File: config.mk
export PLATFORM = sky130hd
export DESIGN_NAME = rx_silo
export DESIGN_NICKNAME = d
export VERILOG_FILES = /design/src/rtl/silo_pkg.sv /design/src/rtl/rx_line_capture.sv /design/src/rtl/rx_arbiter.sv /design/src/rtl/silo_fifo.sv /design/src/rtl/rx_silo.sv
export SDC_FILE = /design/constraint.sdc
export NUM_CORES = 1
export LEC_CHECK = 0
export ABC_AREA = 1
export BUFFER_PORTS_ARGS = -buffer_cell sky130_fd_sc_hd__buf_4
export CORE_ASPECT_RATIO = 1.25
export CORE_MARGIN = 2
export CORE_UTILIZATION = 30
export CTS_BUF_LIST = sky130_fd_sc_hd__clkbuf_8
export CTS_CLUSTER_SIZE = 8
export DETAILED_ROUTE_END_ITERATION = 8
export GPL_TIMING_DRIVEN = 0
export HOLD_SLACK_MARGIN = 0.12
export PLACE_DENSITY_LB_ADDON = 0.05
export SYNTH_ARGS = -nofsm -noshare
export SYNTH_HDL_FRONTEND = slang
export SYNTH_SLANG_ARGS = --single-unit
File: constraint.sdc
create_clock -name clk -period 3.84 [get_ports clk]
set_clock_uncertainty 0.1 [all_clocks]
set_input_delay 0 -clock clk [delete_from_list [all_inputs] [get_ports clk]]
set_output_delay 0 -clock clk [all_outputs]
set_load 0.03 [all_outputs]
File: src/rtl/silo_pkg.sv
package silo_pkg;
  localparam int N_LINES = 16;
  localparam int LINE_W  = $clog2(N_LINES);
  localparam int CHAR_W  = 8;
  localparam int WORD_W  = 1 + 3 + LINE_W + CHAR_W;

  typedef struct packed {
    logic              ovr;
    logic              fe;
    logic              pe;
    logic [LINE_W-1:0] line;
    logic [CHAR_W-1:0] data;
  } silo_entry_t;
endpackage

File: src/rtl/rx_line_capture.sv
module rx_line_capture
  import silo_pkg::*;
(
  input  logic                      clk,
  input  logic                      rst_n,
  input  logic [N_LINES-1:0]        rx_valid,
  input  logic [N_LINES*CHAR_W-1:0] rx_data,
  input  logic [N_LINES-1:0]        rx_perr,
  input  logic [N_LINES-1:0]        rx_ferr,
  input  logic [N_LINES-1:0]        grant,
  output logic [N_LINES-1:0]        pend,
  output silo_entry_t               ent [N_LINES]
);
  for (genvar i = 0; i < N_LINES; i++) begin : g_line
    logic        pend_q, pend_d;
    silo_entry_t ent_q, ent_d;

    // next state: a new arrival replaces a waiting one and marks overrun
    always_comb begin
      pend_d = pend_q;
      ent_d  = ent_q;
      if (rx_valid[i]) begin
        pend_d     = 1'b1;
        ent_d.data = rx_data[i*CHAR_W +: CHAR_W];
        ent_d.pe   = rx_perr[i];
        ent_d.fe   = rx_ferr[i];
        ent_d.line = LINE_W'(i);
        ent_d.ovr  = pend_q & ~grant[i];
      end else if (grant[i]) begin
        pend_d = 1'b0;
      end
    end

    always_ff @(posedge clk or negedge rst_n) begin
      if (!rst_n) pend_q <= 1'b0;
      else        pend_q <= pend_d;
    end

    // payload needs no reset: it is only read while pend_q is set
    always_ff @(posedge clk) begin
      if (rx_valid[i]) ent_q <= ent_d;
    end

    assign pend[i] = pend_q;
    assign ent[i]  = ent_q;
  end
endmodule

File: src/rtl/rx_arbiter.sv
module rx_arbiter
  import silo_pkg::*;
(
  input  logic               clk,
  input  logic               rst_n,
  input  logic [N_LINES-1:0] pend,
  output logic [N_LINES-1:0] grant,
  output logic               grant_any,
  output logic [LINE_W-1:0]  grant_idx
);
  // lowest pending line wins
  assign grant     = pend & (~pend + N_LINES'(1));
  assign grant_any = |pend;

  always_comb begin
    grant_idx = '0;
    for (int i = N_LINES - 1; i >= 0; i--) begin
      if (pend[i]) grant_idx = LINE_W'(i);
    end
  end


  one_grant_chk: assert property (@(posedge clk) disable iff (!rst_n)
    $onehot0(grant) && (grant_any == (grant != '0)));
endmodule

File: src/rtl/silo_fifo.sv
module silo_fifo
  import silo_pkg::*;
#(
  parameter int DEPTH = 64,
  localparam int AW = $clog2(DEPTH),
  localparam int CW = $clog2(DEPTH + 1)
) (
  input  logic        clk,
  input  logic        rst_n,
  input  logic        push,
  input  silo_entry_t push_ent,
  input  logic        pop,
  output silo_entry_t head,
  output logic [CW-1:0] count,
  output logic        empty,
  output logic        full
);
  silo_entry_t   mem [DEPTH];
  logic [AW-1:0] wr_ptr_q, wr_ptr_d, rd_ptr_q, rd_ptr_d;
  logic [CW-1:0] count_q, count_d;
  logic          accept, drop, do_pop;

  assign empty  = (count_q == '0);
  assign full   = (count_q == CW'(DEPTH));
  assign accept = push & ~full;
  assign drop   = push & full;
  assign do_pop = pop & ~empty;

  always_comb begin
    wr_ptr_d = wr_ptr_q;
    rd_ptr_d = rd_ptr_q;
    count_d  = count_q;
    if (accept) wr_ptr_d = wr_ptr_q + AW'(1);
    if (do_pop) rd_ptr_d = rd_ptr_q + AW'(1);
    case ({accept, do_pop})
      2'b10:   count_d = count_q + CW'(1);
      2'b01:   count_d = count_q - CW'(1);
      default: count_d = count_q;
    endcase
  end

  always_ff @(posedge clk or negedge rst_n) begin
    if (!rst_n) begin
      wr_ptr_q <= '0;
      rd_ptr_q <= '0;
      count_q  <= '0;
    end else begin
      wr_ptr_q <= wr_ptr_d;
      rd_ptr_q <= rd_ptr_d;
      count_q  <= count_d;
    end
  end

  // storage: write on accept, flag the newest entry on a drop
  always_ff @(posedge clk) begin
    if (accept)    mem[wr_ptr_q] <= push_ent;
    else if (drop) mem[wr_ptr_q - AW'(1)].ovr <= 1'b1;
  end

  assign head  = mem[rd_ptr_q];
  assign count = count_q;


  no_overflow_chk: assert property (@(posedge clk) disable iff (!rst_n)
    count_q <= CW'(DEPTH));

  full_drop_chk: assert property (@(posedge clk) disable iff (!rst_n)
    (push && full && !pop) |=> full);

  empty_pop_chk: assert property (@(posedge clk) disable iff (!rst_n)
    (pop && empty && !push) |=> empty);

  push_count_chk: assert property (@(posedge clk) disable iff (!rst_n)
    (push && !full && !pop) |=> (count_q == $past(count_q) + CW'(1)));
endmodule

File: src/rtl/rx_silo.sv
module rx_silo
  import silo_pkg::*;
#(
  parameter int DEPTH      = 64,
  parameter int ALARM_MID  = 16,
  parameter int ALARM_HIGH = 32,
  localparam int ALW = $clog2(ALARM_HIGH + 1),
  localparam int CW  = $clog2(DEPTH + 1)
) (
  input  logic                      clk,
  input  logic                      rst_n,
  input  logic [N_LINES-1:0]        rx_valid,
  input  logic [N_LINES*CHAR_W-1:0] rx_data,
  input  logic [N_LINES-1:0]        rx_perr,
  input  logic [N_LINES-1:0]        rx_ferr,
  input  logic                      rd_strobe,
  input  logic                      alarm_wr,
  input  logic [ALW-1:0]            alarm_wdata,
  input  logic                      irq_en,
  output logic [WORD_W-1:0]         rd_data,
  output logic                      rx_irq
);
  typedef enum logic [1:0] {ALM_EACH, ALM_MID, ALM_HIGH} alarm_e;

  logic [N_LINES-1:0] pend, grant;
  silo_entry_t        pend_ent [N_LINES];
  logic               grant_any;
  logic [LINE_W-1:0]  grant_idx;
  silo_entry_t        head;
  logic [CW-1:0]      count;
  logic               empty, full;
  alarm_e             alarm_q, alarm_d;
  logic [CW-1:0]      threshold;

  rx_line_capture u_capture (
    .clk(clk), .rst_n(rst_n), .rx_valid(rx_valid), .rx_data(rx_data),
    .rx_perr(rx_perr), .rx_ferr(rx_ferr), .grant(grant),
    .pend(pend), .ent(pend_ent)
  );

  rx_arbiter u_arb (
    .clk(clk), .rst_n(rst_n), .pend(pend), .grant(grant),
    .grant_any(grant_any), .grant_idx(grant_idx)
  );

  silo_fifo #(.DEPTH(DEPTH)) u_fifo (
    .clk(clk), .rst_n(rst_n), .push(grant_any), .push_ent(pend_ent[grant_idx]),
    .pop(rd_strobe), .head(head), .count(count), .empty(empty), .full(full)
  );

  // alarm level: only the three legal values are taken
  always_comb begin
    alarm_d = alarm_q;
    if (alarm_wr) begin
      if (alarm_wdata == '0)                alarm_d = ALM_EACH;
      else if (alarm_wdata == ALW'(ALARM_MID))  alarm_d = ALM_MID;
      else if (alarm_wdata == ALW'(ALARM_HIGH)) alarm_d = ALM_HIGH;
    end
  end

  always_ff @(posedge clk or negedge rst_n) begin
    if (!rst_n) alarm_q <= ALM_EACH;
    else        alarm_q <= alarm_d;
  end

  always_comb begin
    case (alarm_q)
      ALM_MID:  threshold = CW'(ALARM_MID);
      ALM_HIGH: threshold = CW'(ALARM_HIGH);
      default:  threshold = CW'(1);
    endcase
  end

  assign rx_irq  = irq_en & (count >= threshold);
  assign rd_data = empty ? '0 : {1'b1, head.ovr, head.fe, head.pe, head.line, head.data};


  bad_level_chk: assert property (@(posedge clk) disable iff (!rst_n)
    (alarm_wr && alarm_wdata != '0 && alarm_wdata != ALW'(ALARM_MID)
      && alarm_wdata != ALW'(ALARM_HIGH)) |=> $stable(alarm_q));

  empty_word_chk: assert property (@(posedge clk) disable iff (!rst_n)
    (rd_strobe && !rd_data[WORD_W-1] && !grant_any) |=> (rd_data == '0));
endmodule

=== Yosys cells after proc, flatten, opt, wreduce, memory -nomap -nowiden ===
Memories as Yosys holds them, arrays and structs flattened.
Index checks and enable logic that the tools add are counted.

* Reduce and logical (&&, ||, !) cells: 23
* Add/sub/neg operators: 6
* $lt $le $gt $ge: 2
* Equality and inequality tests: 7
* Muxes and demuxes: 65
* Bitwise logic cells: 41

{| class="wikitable"
|+ Operators with widths
! kind !! number
|-
| $mux W4 || 16
|-
| $bmux W15 S4 || 1
|-
| $mux W15 || 3
|-
| $mux W1 || 37
|-
| $reduce_bool A2 Y1 || 17
|-
| $and A1 B1 Y1 || 20
|-
| $not A1 Y1 || 18
|-
| $add A16 B1 Y16 const B || 1
|-
| $and A16 B16 Y16 || 1
|-
| $mux W16 || 1
|-
| $not A16 Y16 || 1
|-
| $reduce_or A16 Y1 || 1
|-
| $reduce_or A15 Y1 || 1
|-
| $pmux W7 S2 || 1
|-
| $add A6 B1 Y6 const B || 2
|-
| $pmux W6 S2 || 1
|-
| $mux W2 || 4
|-
| $add A7 B1 Y7 const B || 1
|-
| $eq A7 B7 Y1 const B || 1
|-
| $ge A7 B7 Y1 || 1
|-
| $logic_not A7 Y1 || 1
|-
| $sub A7 B1 Y7 const B || 1
|-
| $eq A6 B5 Y1 const B || 1
|-
| $eq A6 B6 Y1 const B || 1
|-
| 9 further kinds || 11
|}

* Input port bits: 187
* Word-level logic and storage cells: 229
* Flip-flop bits (word level): 213
* Memories kept: 1
* RAM bits: 960

{| class="wikitable"
|+ Memories
! memory !! depth !! bits a word !! read ports !! clocked after memory_dff !! wr ports !! RTL line !! RTL
|-
| u_fifo.mem || 64 || 15 || 1 || 0 || 1 || silo_fifo.sv:18 || <nowiki>silo_entry_t mem [DEPTH];</nowiki>
|}

=== Longest topological paths before layout ===
Gate-level depths: netlist of the first run.

* Depth after elaboration: 21
* Depth in mapped cells: 24
* Depth with buffers taken out: 22

=== By module ===
A second synthesis of the first run with hierarchy kept.

* Cell total of the unflattened synthesis: 4810
* Area, all modules: 51883.5 um^2

{| class="wikitable"
|+ By module, submodules not included
! module !! cells each !! instances !! seq. area each (um^2) !! area an instance (um^2)
|-
| silo_fifo || 3581 || 1 || 29303.1 || 41539.8
|-
| rx_line_capture || 354 || 1 || 5685.5 || 6593.8
|-
| rx_silo || 803 || 1 || 50.0 || 3405.8
|-
| rx_arbiter || 72 || 1 || 0.0 || 344.1
|}

=== Worst setup path after synthesis of the first run ===
OpenSTA, ideal clock, no wires.

* Kind: reg2reg
* Start: register u_capture.g_line[12].pend_q
* End: memory u_fifo.mem[0][13] (netlist name), data pin
* Setup slack: -0.356 ns
* Data required time: 3.191 ns
* Arrival: 3.547 ns
* Path buffers: 1
* Cell stages (with the launch flop): 11
* Setup time: 0.549 ns
* Cells stage by stage: dfrtp_1 nor2_2 a21oi_1 o211ai_1 nand3_1 a21oi_2 clkbuf_1 nand3_1 nand3_1 nand3_1 a21oi_1

* Longest elaborated chain between the ends: 18

{| class="wikitable"
|+ Ends and longest elaborated chain
! what !! RTL line !! RTL
|-
| from (decl) || rx_line_capture.sv:15 || <nowiki>logic pend_q, pend_d;</nowiki>
|-
| from (signal assigned) || rx_line_capture.sv:36 || <nowiki>else pend_q <= pend_d;</nowiki>
|-
| $mux W4 (13 in a row) || rx_arbiter.sv:18 || <nowiki>if (pend[i]) grant_idx = LINE_W'(i);</nowiki>
|-
| $not A4 Y5 (not written as such) || rx_silo.sv:47 || <nowiki>.clk(clk), .rst_n(rst_n), .push(grant_any), .push_ent(pend_ent[grant_idx]),</nowiki>
|-
| $bmux W15 S4 || rx_silo.sv:47 ||
|-
| $mux W15 (not written as such) (2 in a row) || rx_silo.sv:47 ||
|-
| $mux W15 (no line) || n/a ||
|-
| to (decl) || silo_fifo.sv:18 ||
|}

Every way passes these cells. The select of a mux whose other input is x is not followed.

=== Worst setup path in the final report of the first run ===
* Start: register u_fifo.rd_ptr_q[0]
* End: output port rd_data[2]

* Longest elaborated chain between the ends: 2

{| class="wikitable"
|+ Ends and longest elaborated chain
! what !! RTL line !! RTL
|-
| from (decl) || silo_fifo.sv:19 || <nowiki>logic [AW-1:0] wr_ptr_q, wr_ptr_d, rd_ptr_q, rd_ptr_d;</nowiki>
|-
| from (signal assigned) || silo_fifo.sv:49 || <nowiki>rd_ptr_q <= rd_ptr_d;</nowiki>
|-
| $mem_v2 Z64 W15 || n/a ||
|-
| $mux W16 || rx_silo.sv:75 || <nowiki>assign rd_data = empty ? '0 : {1'b1, head.ovr, head.fe, head.pe, head.line, head.data};</nowiki>
|-
| to (decl) || rx_silo.sv:20 || <nowiki>output logic [WORD_W-1:0] rd_data,</nowiki>
|}

Every way passes these cells.

==> results of run 1 <==
[tightest hold or removal path: cells and delay by family]
family                 cells  cell delay, ns
buffers and inverters      3            1.14
[timing repair]
| item | 4_1_cts | 5_1_grt |
|---|---|---|
| endpoints found under the hold margin | 397 | 0 |
| gates cloned | 6 | 0 |
| setup endpoints to repair | 1114 | 642 |
| setup buffers | 32 | 20 |
| hold buffers | 437 | 0 |
| pin swaps | 65 | 29 |
| gates resized for setup | 530 | 60 |
[metal layers]
layer / part of all wire / GRT usage / vias to the layer above
li1: - / - / 16000
met1: 0.40 / 0.321 / 18300
met2: 0.49 / 0.435 / 1387
met3: 0.058 / 0.0434 / 371
met4: 0.052 / 0.125 / 2
met5: 0.000061 / 0 / -
[cell type report]
class,count,area [µm²]
clock inverter,151,709
sequential,1172,35000
tap,2062,2580
timing repair buffer,823,8590
fill,14800,92900
inverter,133,512
antenna,2,5.00
clock buffer,203,2790
multi-input combinational,2186,13000
buffer,262,1940
[power groups by stage]
| stage | Sequential (mW) | Clock (mW) | Combinational [mW] |
|---|---|---|---|
| 3_5_place_dp | 16.0 | 0 | 17.7 |
| 4_1_cts | 15.8 | 10.6 | 20.4 |
| 2_1_floorplan | 16.0 | 0 | 8.05 |
| 5_1_grt | 15.9 | 11.1 | 21.5 |
| 6_report | 15.8 | 10.4 | 20.7 |
| 3_3_place_gp | 16.1 | 0 | 17.0 |
[worst max path at each step]
stage,endpoint,slack [ns],startpoint,cells past startpoint
final,rd_data[2],-0.009,u_fifo.rd_ptr_q[0],11
after global routing,rd_data[7],-0.07,u_fifo.rd_ptr_q[0],12
after CTS,u_fifo.mem[63][6],-0.07,u_capture.g_line[2].pend_q,15
after detailed placement,rd_data[2],-1.06,u_fifo.rd_ptr_q[0],11
after global placement,u_fifo.mem[19][9],-5.02,u_capture.g_line[12].pend_q,8
after floorplan,u_fifo.mem[0][9],0.19,u_capture.g_line[12].pend_q,8
[cell usage after synthesis (11+ instances only)]
library cell / n / share of area
sky130_fd_sc_hd__a21oi_1: 54 / 0.0057
sky130_fd_sc_hd__buf_1: 21 / 0.0016
sky130_fd_sc_hd__buf_2: 20 / 0.0021
sky130_fd_sc_hd__clkbuf_1: 213 / 0.017
sky130_fd_sc_hd__dfrtp_1: 37 / 0.019
sky130_fd_sc_hd__edfxtp_1: 1135 / 0.71
sky130_fd_sc_hd__ha_1: 14 / 0.0037
sky130_fd_sc_hd__inv_1: 118 / 0.0093
sky130_fd_sc_hd__inv_2: 13 / 0.0010
sky130_fd_sc_hd__nand2_1: 263 / 0.021
sky130_fd_sc_hd__nand2_2: 11 / 0.0014
sky130_fd_sc_hd__nand3_1: 279 / 0.029
sky130_fd_sc_hd__nand3b_1: 32 / 0.0050
sky130_fd_sc_hd__nand4_1: 38 / 0.0050
sky130_fd_sc_hd__nor2_1: 586 / 0.046
sky130_fd_sc_hd__nor3_1: 43 / 0.0045
sky130_fd_sc_hd__nor3_2: 28 / 0.0059
sky130_fd_sc_hd__o211ai_1: 26 / 0.0041
sky130_fd_sc_hd__o21ai_0: 492 / 0.051
sky130_fd_sc_hd__o221ai_1: 98 / 0.018
sky130_fd_sc_hd__o22ai_1: 142 / 0.019
sky130_fd_sc_hd__or2_2: 15 / 0.0020
sky130_fd_sc_hd__xor2_1: 14 / 0.0026
[stage by stage]
| step | utilization | TNS [ns] | instance area, µm² |
|---|---|---|---|
| 6_report | 0.412 | -0.0184 | 65100 |
| 5_1_grt | 0.412 | -1.42 | 65100 |
| 4_1_cts | 0.410 | -1.36 | 64700 |
| 3_5_place_dp | 0.345 | -203.60 | 54500 |
| 3_3_place_gp | 0.329 | -4488.66 | 52000 |
| 2_1_floorplan | - | 0 | 47900 |
[kinds of logic (layout without fill, tap and decap cells)]
family	Yosys count	in the layout	share of synthesized area
and+or+nand+nor	1325	1331	0.127
DFF	1172	1172	0.732
AOI/OAI and AO/OA	823	823	0.0998
buffers and inverters	398	1572	0.0333
xor gates and xnor gates	17	17	0.00390
adders and majority gates	15	15	0.00408
other	0	2	0
[registers in the layout, summed over array words and instances (netlist names)]
signal and count:
alarm_q 2, u_fifo.rd_ptr_q 6, u_fifo.count 7, u_capture.g_line.pend_q 16
u_fifo.wr_ptr_q 6, u_fifo.mem 960, u_capture.ent 175
[layout by cell type, fill, tap and decap left out, types with 57 or more instances in the layout]
cell type | Yosys | layout
sky130_fd_sc_hd__buf_4 | 2 | 247
sky130_fd_sc_hd__buf_6 | 9 | 84
sky130_fd_sc_hd__clkbuf_2 | 0 | 68
sky130_fd_sc_hd__clkbuf_8 | 0 | 232
sky130_fd_sc_hd__dlygate4sd3_1 | 0 | 436
sky130_fd_sc_hd__edfxtp_1 | 1135 | 1135
sky130_fd_sc_hd__inv_1 | 118 | 186
sky130_fd_sc_hd__nand2_1 | 263 | 252
sky130_fd_sc_hd__nand3_1 | 279 | 235
sky130_fd_sc_hd__nor2_1 | 586 | 569
sky130_fd_sc_hd__o21ai_0 | 492 | 490
sky130_fd_sc_hd__o221ai_1 | 98 | 57
sky130_fd_sc_hd__o22ai_1 | 142 | 94
==> run_results.csv, run 1 <==
group,metric,value,unit
logic_synthesis,synth_sequential_area_ratio,0.732,
logic_synthesis,syn_area,0.0478,mm²
floorplanning,boundaryPins,204,
setup_path,worstPathBufferInverterCount,5,
pwr,p_sw,20.4,mW
logic_synthesis,synthCells,3750,
route,drtIter0Drc,3573,
placed_design,place.port_buffers,203,
route,detail_route.first_pass.iterations,7,
worst_hold_path,min-delay-path-class,"in -> reg",
logic_synthesis,synth.distinct_cells,45,
timing,timing.max_slew.rel_slack,0.227,
pwr,clock_power_share,0.221,
timing,actual_transition_at_the_worst_max_transition_pin,1.16,ns
timing,final.min_clock_period,3.85,ns
floorplanning,core_area,0.158,mm²
pwr,power_density,720,mW/mm²
pwr,ir_worst_vdd,0.000465,V
outcome,outcome,"complete, but fails checks",
timing,report.final.hold_viol_count,0,
grt,grt_antenna_before_repair,10,
setup_path,critical-path-max-stage-delay,0.63,ns
timing,final.setup.worst_slack,-0.00931,ns
logic_synthesis,yosys_register_bits,1172,
cts,cts_tree,"built",
cts,ctsHtreeMaxLevel,4,
floorplanning,initial_utilization,0.303,
setup_path,minimum_setup_slack_among_reg_to_reg_paths,0.08,ns
pwr,sw_frac_of_total,0.436,
logic_synthesis,postSynth.asyncResetShare,0.0316,
pwr,power.static_leakage,22.7,nW
route,drc,0,
floorplanning,die_y,450,µm
placed_design,place.detailed.hpwl,150,mm
setup_path,critical_path_peak_fanout,10,
floorplanning,num_rows,163,
setup_path,reg2reg_depth,15,
placed_design,place_congestion,0.958,
grt,pin_count_of_the_biggest_net_entering_global_routing,38,
setup_path,path_delay_family,"compound AO/OA/AOI/OAI gates",
grt,groute.usage.overall,0.258,
grt,global_route.overflow_total,0,
placed_design,dp.cells,6146,
setup_path,critical_path_arrival,3.75,ns
pwr,p_int,26.4,mW
setup_path,cp-start-kind,"register",
setup_path,critical_path.reg2reg.startpoint,"u_capture.g_line[15].pend_q",
setup_path,cp.required,3.74,ns
grt,global_route_wire_length_before_repair,290,mm
setup_path,cp_cell_sequence,"inv_4 > buf_12 > clkbuf_16 > clkbuf_16 > nor2_1 > o22ai_1 > o211ai_1 > nand3_1 > nand3_1 > a21oi_4 > buf_4",
cells_and_area,final_layout_size_suffix_gt1_frac,0.234,
logic_synthesis,synth_enable_flop_cells,1135,
cts,cts_made_buffers,197,
timing,fmax,0.260,GHz
cells_and_area,areaGrowthSynthToFinish,36.2,%
timing,hold_slack,0.219,ns
setup_path,worst-setup-path-type,"reg -> out",
timing,rsz0062_at_grt,"true",
cts,clock_insertion_delay_worst_skew,0.94,ns
cts,clock_sink_count,1172,
cts,clk_pin_slew_worst_paths,0.06,ns
outcome,violated_checks,"negative setup slack",
logic_synthesis,synth.avg_cell_area,12.8,µm²
floorplanning,floorplan.die.width,361,µm
route,number_of_vias_per_cell,5.15,
setup_path,crit_path_end_kind,"output pin",
cts,number_of_buffers_between_clock_root_and_the_deepest_sink,3,
worst_hold_path,min-delay-start,"rx_data[114]",
timing,drv_slew,0,
cts,cell_at_the_root_of_the_clock_tree,"sky130_fd_sc_hd__clkbuf_8",
timing,post-route-period-util,1.00,
route,totalWireLength,212,mm
logic_synthesis,synthesis.yosys.warnings,0,
pwr,post-layout-total-power,46.9,mW
floorplanning,full_die_area,0.163,mm²
cells_and_area,finalNonFillerCells,6994,
worst_hold_path,hold_worst_path_end,"u_capture.ent[17]",
cells_and_area,num-nets-final,4977,
run,max_cap_violations,0,
placed_design,pre_cts_ws,-1.06,ns
timing,finalSetupViolCount,2,
setup_path,crit_slowest_cell,"sky130_fd_sc_hd__o211ai_1",
pwr,pwr-share-seq,0.337,
route,routed-via-count,36000,
pwr,pwr-share-comb,0.442,
logic_synthesis,yosys_most_used_dff,"sky130_fd_sc_hd__edfxtp_1",
worst_hold_path,min_path_cells,3,
route,route.antenna.remaining_nets,0,
grt,via_count_of_the_first_global_routing_pass,36000,
logic_synthesis,postSynthNetCount,3952,
setup_path,worst_r2r_endpoint,"u_fifo.mem[42][4]",
route,detail_route.wl_per_cell,30.3,µm
(Power assumes the default switching activity.)
==> inputs of run 2 (changes only) <==
SKIP_CTS_REPAIR_TIMING = 1   (was unset)
==> run 2 against run 1 <==
  * The flow still finishes with violations (negative setup slack)
  * Die area is the same
  * Flip-flop and latch count is the same
  * Sequential share of layout area grew 0.54 points
  * Clock-buffer cell count is the same
  * Fmax shrank 0.69%
  * Critical endpoint unchanged
  * Combinational power is essentially flat
==> run_results.csv, run 2 (synthesis results as in run 1) <==
group,metric,value,unit
cells_and_area,final_layout_size_suffix_gt1_frac,0.242,
timing,final.min_clock_period,3.88,ns
floorplanning,full_die_area,0.163,mm²
timing,actual_transition_at_the_worst_max_transition_pin,1.16,ns
cts,ctsHtreeMaxLevel,4,
route,number_of_vias_per_cell,5.16,
route,drtIter0Drc,3338,
pwr,ir_worst_vdd,0.000465,V
timing,post-route-period-util,1.01,
floorplanning,die_y,450,µm
floorplanning,boundaryPins,204,
route,detail_route.first_pass.iterations,5,
grt,via_count_of_the_first_global_routing_pass,33600,
setup_path,minimum_setup_slack_among_reg_to_reg_paths,0.06,ns
cts,clock_insertion_delay_worst_skew,0.95,ns
grt,global_route.overflow_total,0,
route,totalWireLength,212,mm
placed_design,place_congestion,0.958,
cells_and_area,areaGrowthSynthToFinish,34.8,%
placed_design,dp.cells,6146,
floorplanning,initial_utilization,0.303,
setup_path,critical_path_peak_fanout,10,
worst_hold_path,min-delay-path-class,"in -> reg",
timing,rsz0062_at_grt,"true",
placed_design,place.port_buffers,203,
cts,cell_at_the_root_of_the_clock_tree,"sky130_fd_sc_hd__clkbuf_8",
placed_design,pre_cts_ws,-1.06,ns
floorplanning,floorplan.die.width,361,µm
route,route.antenna.remaining_nets,0,
floorplanning,core_area,0.158,mm²
pwr,power.static_leakage,22.4,nW
route,detail_route.wl_per_cell,30.5,µm
timing,hold_slack,0.198,ns
grt,groute.usage.overall,0.248,
cts,number_of_buffers_between_clock_root_and_the_deepest_sink,3,
setup_path,critical_path_arrival,3.78,ns
floorplanning,num_rows,163,
cells_and_area,largest_register_ffs,960,
placed_design,detailed_place.area,0.0545,mm²
setup_path,crit_path_end_kind,"output pin",
cells_and_area,num-nets-final,4915,
cts,cts_tree,"built",
cells_and_area,max_flop_register,"u_fifo.mem",
outcome,violated_checks,"negative setup slack",
pwr,power_density,728,mW/mm²
run,max_cap_violations,0,
setup_path,cp-start-kind,"register",
cts,clk_pin_slew_worst_paths,0.06,ns
route,drc,0,
cts,clock_sink_count,1172,
timing,finalSetupViolCount,5,
grt,global_route_wire_length_before_repair,278,mm
timing,final.setup.worst_slack,-0.0361,ns
route,routed-via-count,35800,
cells_and_area,final_cell_mix,"sky130_fd_sc_hd__edfxtp_1 (1135), sky130_fd_sc_hd__nor2_1 (567), sky130_fd_sc_hd__o21ai_0 (492)",
timing,timing.max_slew.rel_slack,0.228,
timing,drv_slew,0,
setup_path,cp.required,3.74,ns
cts,cts_made_buffers,197,
cells_and_area,layout.cell_area.non_filler,0.0645,mm²
grt,pin_count_of_the_biggest_net_entering_global_routing,65,
timing,report.final.hold_viol_count,0,
cells_and_area,most_frequent_standard_cell_in_the_layout_excluding_fill_and_tap_cells,"sky130_fd_sc_hd__edfxtp_1",
placed_design,place.detailed.hpwl,150,mm
setup_path,worst-setup-path-type,"reg -> out",
timing,fmax,0.258,GHz
cells_and_area,finalNonFillerCells,6935,
grt,grt_antenna_before_repair,11,
outcome,outcome,"complete, but fails checks",
[run 2: cell count changes in the layout (fill, tap and decap cells not counted), moves of 7 or more]
cell	previous run	this run
sky130_fd_sc_hd__nand3_2	40	49
sky130_fd_sc_hd__clkbuf_8	232	203
sky130_fd_sc_hd__buf_12	45	53
sky130_fd_sc_hd__clkbuf_4	51	44
sky130_fd_sc_hd__nand3_1	235	225
sky130_fd_sc_hd__buf_6	84	108
sky130_fd_sc_hd__clkbuf_16	7	0
sky130_fd_sc_hd__dlygate4sd3_1	436	365
sky130_fd_sc_hd__buf_4	247	262
[run 2: path summary, 6_finish.rpt]
kind,end,start,cells after the start
max in group asynchronous,u_capture.g_line[15].pend_q,rst_n,5
min in group asynchronous,alarm_q[0],rst_n,5
worst max-delay path,rd_data[2],u_fifo.rd_ptr_q[0],11
worst max register to register,u_fifo.mem[21][12],u_capture.g_line[2].pend_q,15
worst min-delay path,u_capture.ent[110],rx_data[69],3
worst min register to register,u_fifo.count[0],u_fifo.count[0],1
[run 2: cell type report]
type | instances | area [µm²]
clock buffers | 203 | 2790
multi-input cells | 2186 | 13100
inverters | 133 | 509
well taps | 2062 | 2580
diodes | 5 | 12.5
repair buffers | 760 | 8000
fillers | 14900 | 93600
flip-flops and latches | 1172 | 35000
clock inverters | 151 | 709
plain buffers | 263 | 1780
[run 2: critical path, stage by stage, from the launching register on]
cell and delay (ns):
sky130_fd_sc_hd__dfrtp_2 0.50, sky130_fd_sc_hd__buf_6 0.16, sky130_fd_sc_hd__buf_12 0.13, sky130_fd_sc_hd__buf_12 0.15, sky130_fd_sc_hd__buf_8 0.17, sky130_fd_sc_hd__o21ai_0 0.21
sky130_fd_sc_hd__o22ai_1 0.10, sky130_fd_sc_hd__o211ai_1 0.53, sky130_fd_sc_hd__nand3_2 0.32, sky130_fd_sc_hd__nand3_1 0.25, sky130_fd_sc_hd__a21oi_4 0.11, sky130_fd_sc_hd__buf_4 0.18
[run 2: where the power goes]
group / switching, mW / internal, mW
combinational: 14.9 / 5.86
clock: 5.32 / 5.07
sequential: 0.310 / 15.5
total: 20.6 / 26.4
[run 2: stage by stage]
stage	util	total power, mW	TNS [ns]
after detailed placement	0.345	33.7	-203.60
after global routing	0.408	48.5	-0.644
after CTS	0.367	44.1	-252.34
after floorplan	-	24.0	0
after global placement	0.329	33.1	-4488.66
final	0.408	46.9	-0.0791
[run 2: layer usage]
metal  wire length [µm]  global-route usage
met4              11300               0.110
met2             103000               0.419
met3              13000              0.0416
met1              84400               0.312
met5                 40                   0
==> inputs of run 3 (changes only) <==
GPL_TIMING_DRIVEN = 1   (was 0)
==> run 3 against run 2 <==
  * The flow now finishes without violations
  * Non-clock buffer count shrank 218
  * Register-to-register slack gained 0.24 ns
  * Worst setup slack gained 0.13 ns
  * Flip-flop and latch count is the same
  * Clock-buffer cell count shrank 6
  * Clock power is essentially flat
  * Sequential power is essentially flat
  * Final cell count shrank 3.1%
==> run_results.csv, run 3 (synthesis results as in run 1) <==
group,metric,value,unit
timing,final.min_clock_period,3.75,ns
route,detail_route.first_pass.iterations,5,
floorplanning,boundaryPins,204,
setup_path,critical_path.reg2reg.startpoint,"u_capture.g_line[12].pend_q",
setup_path,critical_path.most_common_cell,"sky130_fd_sc_hd__buf_12",
cells_and_area,num-nets-final,4695,
timing,finalSetupViolCount,0,
cts,cts_tree,"built",
cells_and_area,most_frequent_standard_cell_in_the_layout_excluding_fill_and_tap_cells,"sky130_fd_sc_hd__edfxtp_1",
cells_and_area,areaGrowthSynthToFinish,27.9,%
cells_and_area,layout.cell_area.non_filler,0.0612,mm²
cts,cell_at_the_root_of_the_clock_tree,"sky130_fd_sc_hd__clkbuf_8",
route,totalWireLength,168,mm
setup_path,crit_path_end_kind,"output pin",
worst_hold_path,min-delay-start,"rx_data[120]",
cts,clock_insertion_delay_worst_skew,0.94,ns
setup_path,minimum_setup_slack_among_reg_to_reg_paths,0.30,ns
placed_design,place.detailed.hpwl,98.2,mm
timing,report.final.hold_viol_count,0,
worst_hold_path,min_path_cells,3,
route,detail_route.wl_per_cell,25.0,µm
cts,ctsHtreeMaxLevel,4,
grt,groute.usage.overall,0.198,
cells_and_area,finalNonFillerCells,6717,
pwr,post-layout-total-power,42.0,mW
cts,clk_pin_slew_worst_paths,0.06,ns
grt,global_route_wire_length_before_repair,233,mm
setup_path,cp-start-kind,"register",
route,drc,0,
timing,fmax,0.267,GHz
setup_path,crit_slowest_cell,"sky130_fd_sc_hd__dfrtp_4",
timing,hold_slack,0.215,ns
placed_design,pre_cts_ws,0.0654,ns
route,routed-via-count,33200,
run,max_cap_violations,0,
setup_path,cp_cell_sequence,"buf_12 > inv_16 > buf_12 > o21ai_0 > o221ai_1 > o211ai_1 > nand4_1 > nand3_2 > a21oi_2 > buf_4",
grt,via_count_of_the_first_global_routing_pass,32800,
timing,drv_slew,0,
cts,clock_sink_count,1172,
cts,number_of_buffers_between_clock_root_and_the_deepest_sink,3,
setup_path,critical-path-max-stage-delay,0.51,ns
setup_path,cp.required,3.74,ns
pwr,power_density,686,mW/mm²
cells_and_area,fill_cells,15200,
placed_design,place.port_buffers,203,
route,route.antenna.remaining_nets,0,
grt,grt_antenna_before_repair,7,
timing,actual_transition_at_the_worst_max_transition_pin,1.07,ns
placed_design,place_congestion,0.780,
worst_hold_path,min-delay-path-class,"in -> reg",
floorplanning,num_rows,163,
grt,global_route.overflow_total,0,
cells_and_area,max_flop_register,"u_fifo.mem",
route,number_of_vias_per_cell,4.95,
cells_and_area,register_area,0.0350,mm²
setup_path,worst_r2r_endpoint,"u_fifo.mem[54][12]",
pwr,power.static_leakage,21.1,nW
cts,cts_made_buffers,195,
timing,rsz0062_at_grt,"true",
timing,post-route-period-util,0.977,
setup_path,critical_path_peak_fanout,36,
placed_design,detailed_place.area,0.0534,mm²
cells_and_area,largest_register_ffs,960,
timing,timing.max_slew.rel_slack,0.286,
setup_path,worst-setup-path-type,"reg -> out",
floorplanning,die_y,450,µm
pwr,ir_worst_vdd,0.000383,V
floorplanning,full_die_area,0.163,mm²
cells_and_area,final_cell_mix,"sky130_fd_sc_hd__edfxtp_1 (1135), sky130_fd_sc_hd__nor2_1 (571), sky130_fd_sc_hd__o21ai_0 (491)",
floorplanning,initial_utilization,0.303,
setup_path,critical_path_arrival,3.65,ns
cells_and_area,multiInputGateArea,0.0117,mm²
setup_path,reg2reg_depth,15,
worst_hold_path,hold_worst_path_end,"u_capture.ent[0]",
outcome,outcome,"complete, no violations",
placed_design,dp.cells,5965,
route,drtIter0Drc,2214,
cells_and_area,final_layout_size_suffix_gt1_frac,0.187,
timing,fin_setup_tns,0,ns
timing,final.setup.worst_slack,0.0894,ns
cells_and_area,utilization,0.387,
grt,pin_count_of_the_biggest_net_entering_global_routing,84,
floorplanning,floorplan.die.width,361,µm
floorplanning,core_area,0.158,mm²
run 3: per-layer routing:
layer / up-vias / wire, µm / global-route usage
met5: - / 0 / 0
met4: 0 / 5700 / 0.0758
met3: 278 / 6980 / 0.0325
met2: 841 / 83600 / 0.337
met1: 16700 / 71800 / 0.253
li1: 15400 / - / -
run 3: worst max-delay path by stage:
stage,start,end,slack [ns],cells past startpoint
6_report,u_fifo.rd_ptr_q[1],rd_data[8],0.09,10
5_1_grt,u_fifo.rd_ptr_q[1],rd_data[5],-0.06,11
4_1_cts,u_fifo.rd_ptr_q[0],rd_data[5],-0.62,10
3_5_place_dp,u_capture.g_line[13].pend_q,u_fifo.mem[1][3],0.07,24
3_3_place_gp,u_capture.g_line[15].pend_q,u_fifo.mem[51][3],0.04,24
2_1_floorplan,u_capture.g_line[12].pend_q,u_fifo.mem[0][9],0.19,8
run 3: final cells by class:
type | instances | area share
diodes | 6 | 0.000245
clock buffers | 197 | 0.0443
clock inverters | 156 | 0.0118
inverters | 133 | 0.00886
multi-input cells | 2184 | 0.192
flip-flops and latches | 1172 | 0.573
well taps | 2062 | 0.0422
repair buffers | 805 | 0.128
repair inverters | 2 | 0.000368
run 3: critical path: cells and delay by family (launching register included):
kind,cells,cell delay [ns]
flip-flops,1,0.51
AND/OR/NAND/NOR,2,0.54
buffers and inverters,4,0.74
AO/OA/AOI/OAI,4,0.87
run 3: report_power, final:
| part | internal [mW] | total [mW] | switching (mW) |
|---|---|---|---|
| Combinational | 4.75 | 16.0 | 11.2 |
| Sequential | 15.5 | 15.9 | 0.391 |
| Clock | 4.85 | 10.1 | 5.27 |
| Total | 25.1 | 42.0 | 16.9 |
